<file path="src/rtl/vsm_pkg.sv">
package vsm_pkg;
  localparam int STAT_W     = 8;
  localparam int B_CHROMA   = 0;
  localparam int B_LUMA     = 1;
  localparam int B_PLL_BAD  = 2;
  localparam int B_FMT625   = 4;
  localparam int B_FIELD    = 5;
  localparam int B_HLOCK    = 6;
  localparam int B_PRESENT  = 7;
endpackage

</file>
<file path="src/rtl/vsm_presence.sv">
module vsm_presence #(
  parameter int MISS_LINES = 31
) (
  input  logic clk,
  input  logic rst_n,
  input  logic line_tick,
  input  logic sync_seen,
  output logic present
);
  localparam int CW = $clog2(MISS_LINES + 1);
  localparam logic [CW-1:0] LAST = CW'(MISS_LINES - 1);

  logic [CW-1:0] miss_q, miss_d;
  logic          pres_q, pres_d;
  logic          upd;

  always_comb begin
    upd    = line_tick;
    miss_d = miss_q;
    pres_d = pres_q;
    if (sync_seen) begin
      miss_d = '0;
      pres_d = 1'b1;
    end else if (miss_q == LAST) begin
      pres_d = 1'b0;
    end else begin
      miss_d = miss_q + 1'b1;
    end
  end

  always_ff @(posedge clk or negedge rst_n) begin
    if (!rst_n) begin
      miss_q <= '0;
      pres_q <= 1'b0;
    end else if (upd) begin
      miss_q <= miss_d;
      pres_q <= pres_d;
    end
  end

  assign present = pres_q;

  assert_sync_sets_present_R2: assert property (@(posedge clk) disable iff (!rst_n)
    (line_tick && sync_seen) |=> present);
  assert_present_falls_on_miss_R3: assert property (@(posedge clk) disable iff (!rst_n)
    $fell(present) |-> $past(line_tick && !sync_seen));
endmodule

</file>
<file path="src/rtl/vsm_hlock.sv">
module vsm_hlock #(
  parameter int POS_W    = 12,
  parameter int TOL      = 1,
  parameter int LOCK_RUN = 32
) (
  input  logic             clk,
  input  logic             rst_n,
  input  logic             line_tick,
  input  logic [POS_W-1:0] hs_pos,
  input  logic [POS_W-1:0] hs_exp,
  output logic             locked
);
  localparam int RW = $clog2(LOCK_RUN + 1);
  localparam logic [RW-1:0] LAST = RW'(LOCK_RUN - 1);
  localparam logic [POS_W-1:0] TOL_V = POS_W'(TOL);

  logic [RW-1:0] run_q, run_d;
  logic          lock_q, lock_d;
  logic          in_win;

  always_comb begin
    if (hs_pos >= hs_exp) in_win = (hs_pos - hs_exp) <= TOL_V;
    else                  in_win = (hs_exp - hs_pos) <= TOL_V;
    run_d  = '0;
    lock_d = lock_q;
    if (in_win != lock_q) begin
      if (run_q == LAST) lock_d = ~lock_q;
      else               run_d  = run_q + 1'b1;
    end
  end

  always_ff @(posedge clk or negedge rst_n) begin
    if (!rst_n) begin
      run_q  <= '0;
      lock_q <= 1'b0;
    end else if (line_tick) begin
      run_q  <= run_d;
      lock_q <= lock_d;
    end
  end

  assign locked = lock_q;

  assert_hlock_moves_on_line_R4: assert property (@(posedge clk) disable iff (!rst_n)
    !line_tick |=> $stable(locked));
  assert_hlock_rise_in_window_R5: assert property (@(posedge clk) disable iff (!rst_n)
    $rose(locked) |-> $past(line_tick));
endmodule

</file>
<file path="src/rtl/vsm_format.sv">
module vsm_format #(
  parameter int LC_W      = 10,
  parameter int LINES_A   = 525,
  parameter int LINES_B   = 625,
  parameter int FIELD_RUN = 32
) (
  input  logic            clk,
  input  logic            rst_n,
  input  logic            field_end,
  input  logic [LC_W-1:0] field_lines,
  output logic            fmt_b
);
  localparam int FW = $clog2(FIELD_RUN + 1);
  localparam logic [FW-1:0]   LAST = FW'(FIELD_RUN - 1);
  localparam logic [LC_W-1:0] CNT_A = LC_W'(LINES_A);
  localparam logic [LC_W-1:0] CNT_B = LC_W'(LINES_B);

  logic [FW-1:0] run_q, run_d;
  logic          fmt_q, fmt_d;
  logic          is_a, is_b;

  always_comb begin
    is_a  = field_lines == CNT_A;
    is_b  = field_lines == CNT_B;
    run_d = '0;
    fmt_d = fmt_q;
    if ((is_b && !fmt_q) || (is_a && fmt_q)) begin
      if (run_q == LAST) fmt_d = ~fmt_q;
      else               run_d = run_q + 1'b1;
    end
  end

  always_ff @(posedge clk or negedge rst_n) begin
    if (!rst_n) begin
      run_q <= '0;
      fmt_q <= 1'b0;
    end else if (field_end) begin
      run_q <= run_d;
      fmt_q <= fmt_d;
    end
  end

  assign fmt_b = fmt_q;

  assert_fmt_moves_on_field_R8: assert property (@(posedge clk) disable iff (!rst_n)
    !field_end |=> $stable(fmt_b));
  assert_fmt_needs_valid_count_R9: assert property (@(posedge clk) disable iff (!rst_n)
    (field_end && !is_a && !is_b) |=> $stable(fmt_b));
endmodule

</file>
<file path="src/rtl/vsync_status_mon.sv">
module vsync_status_mon #(
  parameter int POS_W      = 12,
  parameter int LC_W       = 10,
  parameter int SYNC_TOL   = 1,
  parameter int MISS_LINES = 31,
  parameter int LOCK_RUN   = 32,
  parameter int FIELD_RUN  = 32,
  parameter int LINES_A    = 525,
  parameter int LINES_B    = 625
) (
  input  logic             clk,
  input  logic             rst_n,
  input  logic             line_tick,
  input  logic             sync_seen,
  input  logic [POS_W-1:0] hs_pos,
  input  logic [POS_W-1:0] hs_exp,
  input  logic             field_end,
  input  logic [LC_W-1:0]  field_lines,
  input  logic             field_even,
  input  logic             chroma_ovf,
  input  logic             luma_ovf,
  input  logic             pll_locked,
  input  logic             wr_en,
  input  logic [7:0]       wr_data,
  output logic [7:0]       rd_data
);
  import vsm_pkg::*;

  logic [1:0] rst_sync_q;
  logic       rst_i_n;

  always_ff @(posedge clk or negedge rst_n) begin
    if (!rst_n) rst_sync_q <= 2'b00;
    else        rst_sync_q <= {rst_sync_q[0], 1'b1};
  end
  assign rst_i_n = rst_sync_q[1];

  logic present, locked, fmt_b;

  vsm_presence #(.MISS_LINES(MISS_LINES)) u_pres (
    .clk(clk), .rst_n(rst_i_n), .line_tick(line_tick),
    .sync_seen(sync_seen), .present(present));

  vsm_hlock #(.POS_W(POS_W), .TOL(SYNC_TOL), .LOCK_RUN(LOCK_RUN)) u_hlock (
    .clk(clk), .rst_n(rst_i_n), .line_tick(line_tick),
    .hs_pos(hs_pos), .hs_exp(hs_exp), .locked(locked));

  vsm_format #(.LC_W(LC_W), .LINES_A(LINES_A), .LINES_B(LINES_B),
               .FIELD_RUN(FIELD_RUN)) u_fmt (
    .clk(clk), .rst_n(rst_i_n), .field_end(field_end),
    .field_lines(field_lines), .fmt_b(fmt_b));

  logic chroma_q, chroma_d, luma_q, luma_d;
  logic field_q, pll_bad_q;
  logic clr_chroma, clr_luma;

  always_comb begin
    clr_chroma = wr_en && wr_data[B_CHROMA];
    clr_luma   = wr_en && wr_data[B_LUMA];
    chroma_d   = (chroma_q && !clr_chroma) || chroma_ovf;
    luma_d     = (luma_q && !clr_luma) || luma_ovf;
  end

  always_ff @(posedge clk or negedge rst_i_n) begin
    if (!rst_i_n) begin
      chroma_q  <= 1'b0;
      luma_q    <= 1'b0;
      field_q   <= 1'b0;
      pll_bad_q <= 1'b0;
    end else begin
      chroma_q  <= chroma_d;
      luma_q    <= luma_d;
      field_q   <= field_even;
      pll_bad_q <= !pll_locked;
    end
  end

  always_comb begin
    rd_data            = '0;
    rd_data[B_CHROMA]  = chroma_q;
    rd_data[B_LUMA]    = luma_q;
    rd_data[B_PLL_BAD] = pll_bad_q;
    rd_data[B_FMT625]  = fmt_b;
    rd_data[B_FIELD]   = field_q;
    rd_data[B_HLOCK]   = locked;
    rd_data[B_PRESENT] = present;
  end

  assert_reserved_zero_R1: assert property (@(posedge clk) disable iff (!rst_i_n)
    rd_data[3] == 1'b0);
  assert_chroma_pulse_sets_R10: assert property (@(posedge clk) disable iff (!rst_i_n)
    chroma_ovf |=> rd_data[B_CHROMA]);
  assert_chroma_holds_R11: assert property (@(posedge clk) disable iff (!rst_i_n)
    (rd_data[B_CHROMA] && !(wr_en && wr_data[B_CHROMA])) |=> rd_data[B_CHROMA]);
  assert_luma_holds_R11: assert property (@(posedge clk) disable iff (!rst_i_n)
    (rd_data[B_LUMA] && !(wr_en && wr_data[B_LUMA])) |=> rd_data[B_LUMA]);
  assert_pll_follows_R12: assert property (@(posedge clk) disable iff (!rst_i_n)
    !pll_locked |=> rd_data[B_PLL_BAD]);
endmodule

</file>
<file path="config.mk">
export PLATFORM = sky130hd
export DESIGN_NAME = vsync_status_mon
export DESIGN_NICKNAME = d
export VERILOG_FILES = /design/src/rtl/vsm_pkg.sv /design/src/rtl/vsm_presence.sv /design/src/rtl/vsm_hlock.sv /design/src/rtl/vsm_format.sv /design/src/rtl/vsync_status_mon.sv
export SDC_FILE = /design/constraint.sdc
export NUM_CORES = 1
export LEC_CHECK = 0
export BUFFER_PORTS_ARGS = -buffer_cell sky130_fd_sc_hd__buf_2
export CAP_MARGIN = 10
export CORE_MARGIN = 4
export CORE_UTILIZATION = 55
export DETAILED_ROUTE_END_ITERATION = 10
export PLACE_DENSITY = 0.8
export SLEW_MARGIN = 20
export SYNTH_ARGS = -nofsm -noshare
export SYNTH_HDL_FRONTEND = slang
export SYNTH_SLANG_ARGS = --single-unit
export TNS_END_PERCENT = 50
</file>
<file path="constraint.sdc">
create_clock -name clk -period 2 [get_ports clk]
set_input_delay 0.4 -clock clk [delete_from_list [all_inputs] [get_ports clk]]
set_output_delay 0.4 -clock clk [all_outputs]
set_load 0.02 [all_outputs]
</file>
==> out/metrics.cfg, run 1 <==
[finish]
n_antenna_cell=0
regArea_sq_um=651
nNetsFinal=548
post-route-util_pct=76.1
drive_gt1_share_pct=38.8
finalInstanceArea_sq_um=3940
layout_common_cells=buf_4 (76), buf_2 (50), inv_1 (33)
nFillCells=391
areaGrowthSynthToFinish_pct=33.1
final_common_cell=buf_4
multi_input_area_sq_um=2120

[clock_tree]
htreeDepth=1
clock-sinks=26
cts.clk_slew.worst_paths_ns=0.09
cts_tree=yes
clk_latency_ns=0.28
numCtsBuffers=3
clk_path_buf_depth=2
cts-root-buf=clkbuf_8

[critical_path]
ff2ff_path_depth=7
rr_endpoint=u_pres.miss_q[3]
crit_fanout=5
crit_type=input pin to flop
worstSetupEndpointType=flop
worstReg2RegStart=u_pres.miss_q[0]
start_kind=input pin
crit_arrival_ns=3.18
rrSetupSlack_ns=0.34
cp.required_ns=2.17

[sta]
fin_skew_ns=0.00325
relSlewSlack_pct=67.6
finalSetupViolCount=7
whs_ns=0.159
setup_ws_ns=-1.00
finalMaxSlewViolations=0
fin_crit_ns=3.00
worst_pin_slew_ns=0.473
hold_viol=0
timing.final.crit_share_pct=150
max_clock_freq_mhz=333
rsz0062_at_grt=yes
fin_tns_setup_ns=-6.58

[power]
powerDensity_nw_per_um2=470
power_leakage_nw=1.96
irDropWorstVdd_mv=0.374

[synth]
synth.cell_area_sq_um=2960
synth.area.mux_share_pct=2.32
yosys.area_share.simple_pct=21.3
synth.distinct_cells=84
syn_inst=354
synth-edff-count=0
synthAdderAreaFrac_pct=12.8
synth_warnings=0
synth_compound_area_share_pct=26.3
synth_top_family_by_area=compound AO/OA/AOI/OAI gates
ys.flop_type=dfrtp_1
synth_nets=435
synth_seq_cells=26
synth_xor_area_share_pct=4.10
syn_area_per_cell_sq_um=8.36
async_reset_ff_share_pct=100
ys_seq_area_share_pct=22.0

[floorplanning]
core_area_sq_um=5170
die-area_sq_um=6620
io_pins=60
start_util_pct=57.2
rows=26
die_h_um=81.4
fp.dieW_um=81.4

[global_routing]
antenna_found_initial=0
grtUsageTotal_pct=24.3
grt_pass1_vias=2929
grt_pass1_wl_mm=12.9
grt_overflow=0
grt_max_degree=24

[detailed_routing]
wl_per_cell_um=15.1
drc=0
drt-total-wl_mm=8.11
via_per_inst=5.78
vias=3099
drt_iter0_markers=262
antenna_left=0
drtPass1Iterations=5

[flow_run]
cap_violations=0

[status]
status=finished, violations left
failed_checks=negative setup slack

[placed_design]
globalplace.congestion=0.961
place_area_sq_um=3690
port_buffers=52
dp_hpwl_mm=6.29
dp_worst_setup_slack_ns=-1.40

[hold_path]
hold_path_class=flop to asynchronous set/reset pin

## how the worst max path moves through the flow
stage | start | to | slack [ns]
3_3_place_gp | hs_pos[7] | u_hlock.run_q[1] | -1.26
6_report | hs_pos[6] | u_hlock.run_q[5] | -1.00
3_5_place_dp | hs_pos[5] | u_hlock.run_q[5] | -1.40
5_1_grt | hs_pos[2] | u_hlock.run_q[5] | -1.07
4_1_cts | hs_exp[0] | u_hlock.run_q[1] | -0.94
2_1_floorplan | hs_pos[1] | u_hlock.run_q[1] | -1.01
## what timing repair did
| action | CTS | global route |
|---|---|---|
| hold endpoints to repair | 2 | 0 |
| hold buffers | 1 | 0 |
| setup buffers | 0 | 3 |
| pin swaps | 5 | 6 |
| endpoints found under the setup margin | 7 | 7 |
| gates resized for setup | 10 | 25 |
## cells in the mapped netlist (all sizes together) (3+ instances only)
cell type  count  area, sq um
inv           37          139
ha            27          338
nor2          27          106
dfrtp         26          651
a21oi         24          131
nand2         24         97.6
o21ai         22          110
buf           17          146
a21o           9         68.8
xnor2          9         86.3
nand3          8         40.0
nor2b          8         50.1
and3           7         46.3
nor3           6         30.0
nand2b         5         31.3
nand4          5         37.5
clkbuf         4         38.8
mux2           4         48.8
xor2           4         35.0
a2111oi        3         51.3
a221oi         3         26.3
a31o           3         26.3
nand4b         3         26.3
nor4           3         18.8
o2111ai        3         32.5
o22ai          3         18.8
o311ai         3         26.3
o31ai          3         22.5
## report_power, final
| part | internal, mW | total (mW) | switching (mW) |
|---|---|---|---|
| registers | 0.548 | 0.573 | 0.0257 |
| clock network | 0.268 | 0.442 | 0.173 |
| logic | 0.412 | 0.835 | 0.423 |
## cell families (layout without fill, tap and decap cells)
family	count (synthesis)	after routing
AND/OR/NAND/NOR	114	114
AO/OA/AOI/OAI	106	106
buffers and inverters	58	170
adder cells (fa/ha/maj)	29	29
flip-flops	26	26
XOR/XNOR	13	13
multiplexers	6	6
other	2	2
## cell type report
class / instances / area share, %
Clock inverter: 1 / 0.762
Multi-Input combinational cell: 270 / 53.7
Sequential cell: 26 / 16.5
Tap cell: 70 / 2.22
Clock buffer: 3 / 1.05
Inverter: 37 / 3.84
Timing Repair Buffer: 129 / 21.9
## critical path, stage by stage
cell     delay, ns
buf_2         0.08
inv_1         0.04
ha_1          0.37
buf_4         0.18
nand2_4       0.05
buf_4         0.15
o21ai_0       0.23
o21ai_0       0.23
xnor2_1       0.20
or4_4         0.44
or2_4         0.25
and2_4        0.19
xnor2_4       0.13
a41o_1        0.22
## flip-flops by register name (all words and copies together) (netlist names), 2 cells and up
register	cells
u_fmt.run_q	6
u_hlock.run_q	6
u_pres.miss_q	5
rst_sync_q	2
## metrics by stage
step           instances  power [mW]
2_1_floorplan        354        1.06
3_3_place_gp         528        1.34
3_5_place_dp         528        1.36
4_1_cts              533        1.82
5_1_grt              536        1.97
6_report             536        1.85
## layer usage
layer / GRT usage, % / vias up / share of wire [%]
met5: 0 / - / 0
met2: 41.0 / 111 / 50
li1: - / 1498 / -
met3: 3.88 / 19 / 6.2
met1: 32.3 / 1471 / 42
met4: 6.25 / 0 / 2.0
Note: power is estimated with default switching activity, not from simulation.
==> inputs of run 2 (changes only) <==
--- a/config.mk
+++ b/config.mk
@@ -11,6 +11,7 @@
 export CORE_UTILIZATION = 55
 export DETAILED_ROUTE_END_ITERATION = 10
 export PLACE_DENSITY = 0.8
+export REMOVE_ABC_BUFFERS = 1
 export SLEW_MARGIN = 20
 export SYNTH_ARGS = -nofsm -noshare
 export SYNTH_HDL_FRONTEND = slang
==> constraint.sdc (replaced) <==
create_clock -name clk -period 3.9 [get_ports clk]
set_input_delay 0.78 -clock clk [delete_from_list [all_inputs] [get_ports clk]]
set_output_delay 0.78 -clock clk [all_outputs]
set_load 0.02 [all_outputs]
==> run 2 against run 1 <==
Compared with the run above:
- the flow now finishes without violations
- largest power group unchanged
- largest cell class unchanged
- critical path depth is 1 lower
- worst setup slack gained 1.3 ns
- sequential cell count unchanged
- clock power fell by 67%
==> out/metrics.cfg, run 2 (synthesized netlist as in run 1, its figures left out) <==
[placed_design]
dp_hpwl_mm=5.53  ; was 6.29 mm
globalplace.congestion=0.908  ; was 0.961
dp_cells=468  ; was 528
port_buffers=52  ; unchanged
place_area_sq_um=3220  ; was 3690 sq um

[clock_tree]
clock-sinks=26  ; unchanged
post_cts_buffers=0  ; unchanged
cts.clk_slew.worst_paths_ns=0.08  ; was 0.09 ns
cts_hold_repair.buffers=0  ; was 1
htreeDepth=1  ; unchanged
cts-root-buf=clkbuf_8  ; unchanged
numCtsBuffers=3  ; unchanged
clk_path_buf_depth=2  ; unchanged
ctsResizeCount=0  ; was 10
clk_latency_ns=0.26  ; was 0.28 ns
cts_tree=yes  ; unchanged

[sta]
relSlewSlack_pct=46.5  ; was 67.6%
worst_pin_slew_ns=0.782  ; was 0.473 ns
finalSetupViolCount=0  ; was 7
hold_viol=0  ; unchanged
rsz0062_at_grt=no  ; was yes
fin_tns_setup_ns=0  ; was -6.58 ns
timing.final.crit_share_pct=92.0
max_clock_freq_mhz=279
fin_crit_ns=3.59
finalMaxSlewViolations=0  ; unchanged
fin_skew_ns=0.00385  ; was 0.00325 ns

[finish]
largest_registers=u_fmt.run_q (6), u_hlock.run_q (6), u_pres.miss_q (5)  ; unchanged
drive_gt1_share_pct=23.7  ; was 38.8%
final_common_cell=buf_2  ; was buf_4
nFillCells=474  ; was 391
nNetsFinal=484  ; was 548
finalInstanceArea_sq_um=3260  ; was 3940 sq um
final_cells=471  ; was 536
n_antenna_cell=0  ; unchanged
layout_common_cells=buf_2 (52), inv_1 (37), ha_1 (27)  ; was buf_4 (76), buf_2 (50), inv_1 (33)
areaGrowthSynthToFinish_pct=10.2  ; was 33.1%
post-route-util_pct=63.1  ; was 76.1%

[power]
powerDensity_nw_per_um2=237  ; was 470 nW/um^2
irDropWorstVdd_mv=0.168  ; was 0.374 mV
power_leakage_nw=1.60  ; was 1.96 nW

[detailed_routing]
drt_iter0_markers=188  ; was 262
vias=2759  ; was 3099
drc=0  ; unchanged
via_per_inst=5.86  ; was 5.78
drt-total-wl_mm=6.85  ; was 8.11 mm
wl_per_cell_um=14.5  ; was 15.1 um
drtPass1Iterations=5  ; unchanged
antenna_left=0  ; unchanged

[floorplanning]
start_util_pct=57.2  ; unchanged
io_pins=60  ; unchanged
die_h_um=81.4  ; unchanged
core_area_sq_um=5170  ; unchanged
rows=26  ; unchanged
die-area_sq_um=6620  ; unchanged
fp.dieW_um=81.4  ; unchanged

[global_routing]
grt_max_degree=25  ; was 24
grtUsageTotal_pct=21.3  ; was 24.3%
antenna_found_initial=0  ; unchanged
grt_pass1_vias=2570  ; was 2929
grt_pass1_wl_mm=11.3  ; was 12.9 mm
grt_overflow=0  ; unchanged

[status]
status=complete, no violations  ; was finished, violations left

[critical_path]
cpMostUsedCell=inv_1
start_kind=input pin  ; unchanged
worstPathCellList=buf_2 -> inv_1 -> ha_1 -> inv_1 -> fa_1 -> a21o_1 -> a32o_1 -> a2111o_1 -> or4_1 -> or2_4 -> and2_4 -> o21ai_1 -> nor3_1  ; was buf_2 -> inv_1 -> ha_1 -> buf_4 -> nand2_4 -> buf_4 -> o21ai_0 -> o21ai_0 -> xnor2_1 -> or4_4 -> or2_4 -> and2_4 -> xnor2_4 -> a41o_1
crit_fanout=4  ; was 5
cp.required_ns=4.04  ; was 2.17 ns
critPathMaxStageDelay_ns=0.52  ; was 0.44 ns
crit_arrival_ns=3.73  ; was 3.18 ns
worstSetupEndpointType=flop  ; unchanged
cp_slowest_cell=or4_1  ; was or4_4
crit_type=input pin to flop  ; unchanged

[flow_run]
cap_violations=0  ; unchanged

[hold_path]
hold_path_class=flop to asynchronous set/reset pin  ; unchanged

-- run 2: changes by cell type in the layout (fill, tap and decap cells not counted), moves of 3 or more --
cell / delta
inv_2: -3
ha_2: -3
ha_1: +6
ha_4: -3
buf_4: -63
inv_1: +4
-- run 2: area by class of cell --
class                   count  area, sq um  share of cell area [%]
multi-input cells         270         1990                    60.9
flip-flops and latches     26          652                    20.0
repair buffers             65          358                    11.0
inverters                  37          139                    4.26
well taps                  70         87.6                    2.68
clock buffers               3         41.3                    1.27
-- run 2: final timing paths --
check                                   endpoint              from  cells past startpoint  slack, ns
worst max-delay path            u_hlock.run_q[3]         hs_exp[0]                     13       0.31
worst min-delay path                 u_fmt.fmt_b     rst_sync_q[1]                      0       0.25
worst max register to register  u_pres.miss_q[4]  u_pres.miss_q[0]                      7       2.21
worst min register to register       u_fmt.fmt_b     rst_sync_q[1]                      0       0.25
max in group asynchronous       u_pres.miss_q[2]     rst_sync_q[1]                      0       3.30
min in group clk                   rst_sync_q[1]     rst_sync_q[0]                      0       0.36
-- run 2: stage by stage --
stage | setup WS [ns] | hold slack [ns] | power (mW)
floorplan | 0.382 | 0.307 | 0.518
global placement | 0.107 | 0.336 | 0.614
detailed placement | 0.0452 | 0.343 | 0.626
CTS | 0.310 | 0.277 | 0.773
global route | 0.0664 | 0.262 | 0.829
finish | 0.310 | 0.247 | 0.772
-- run 2: report_power, final --
| group | internal (mW) | leakage, nW | switching (mW) |
|---|---|---|---|
| Combinational | 0.145 | 1.25 | 0.186 |
| Sequential | 0.281 | 0.337 | 0.0155 |
| Clock | 0.0690 | 0.0216 | 0.0765 |
-- run 2: per-layer routing --
layer | global-route usage, % | vias up | share of wire [%]
met1 | 27.7 | 1302 | 43
met4 | 2.87 | 0 | 0.18
met2 | 37.2 | 86 | 49
met5 | 0 | - | 0
li1 | - | 1369 | -
met3 | 4.21 | 2 | 7.0
-- run 2: critical path: cells and delay by family --
family	cells	cell delay, ns
compound gates	4	1.14
fa+ha+maj	2	0.56
buf+inv	3	0.20
simple gates	4	1.04
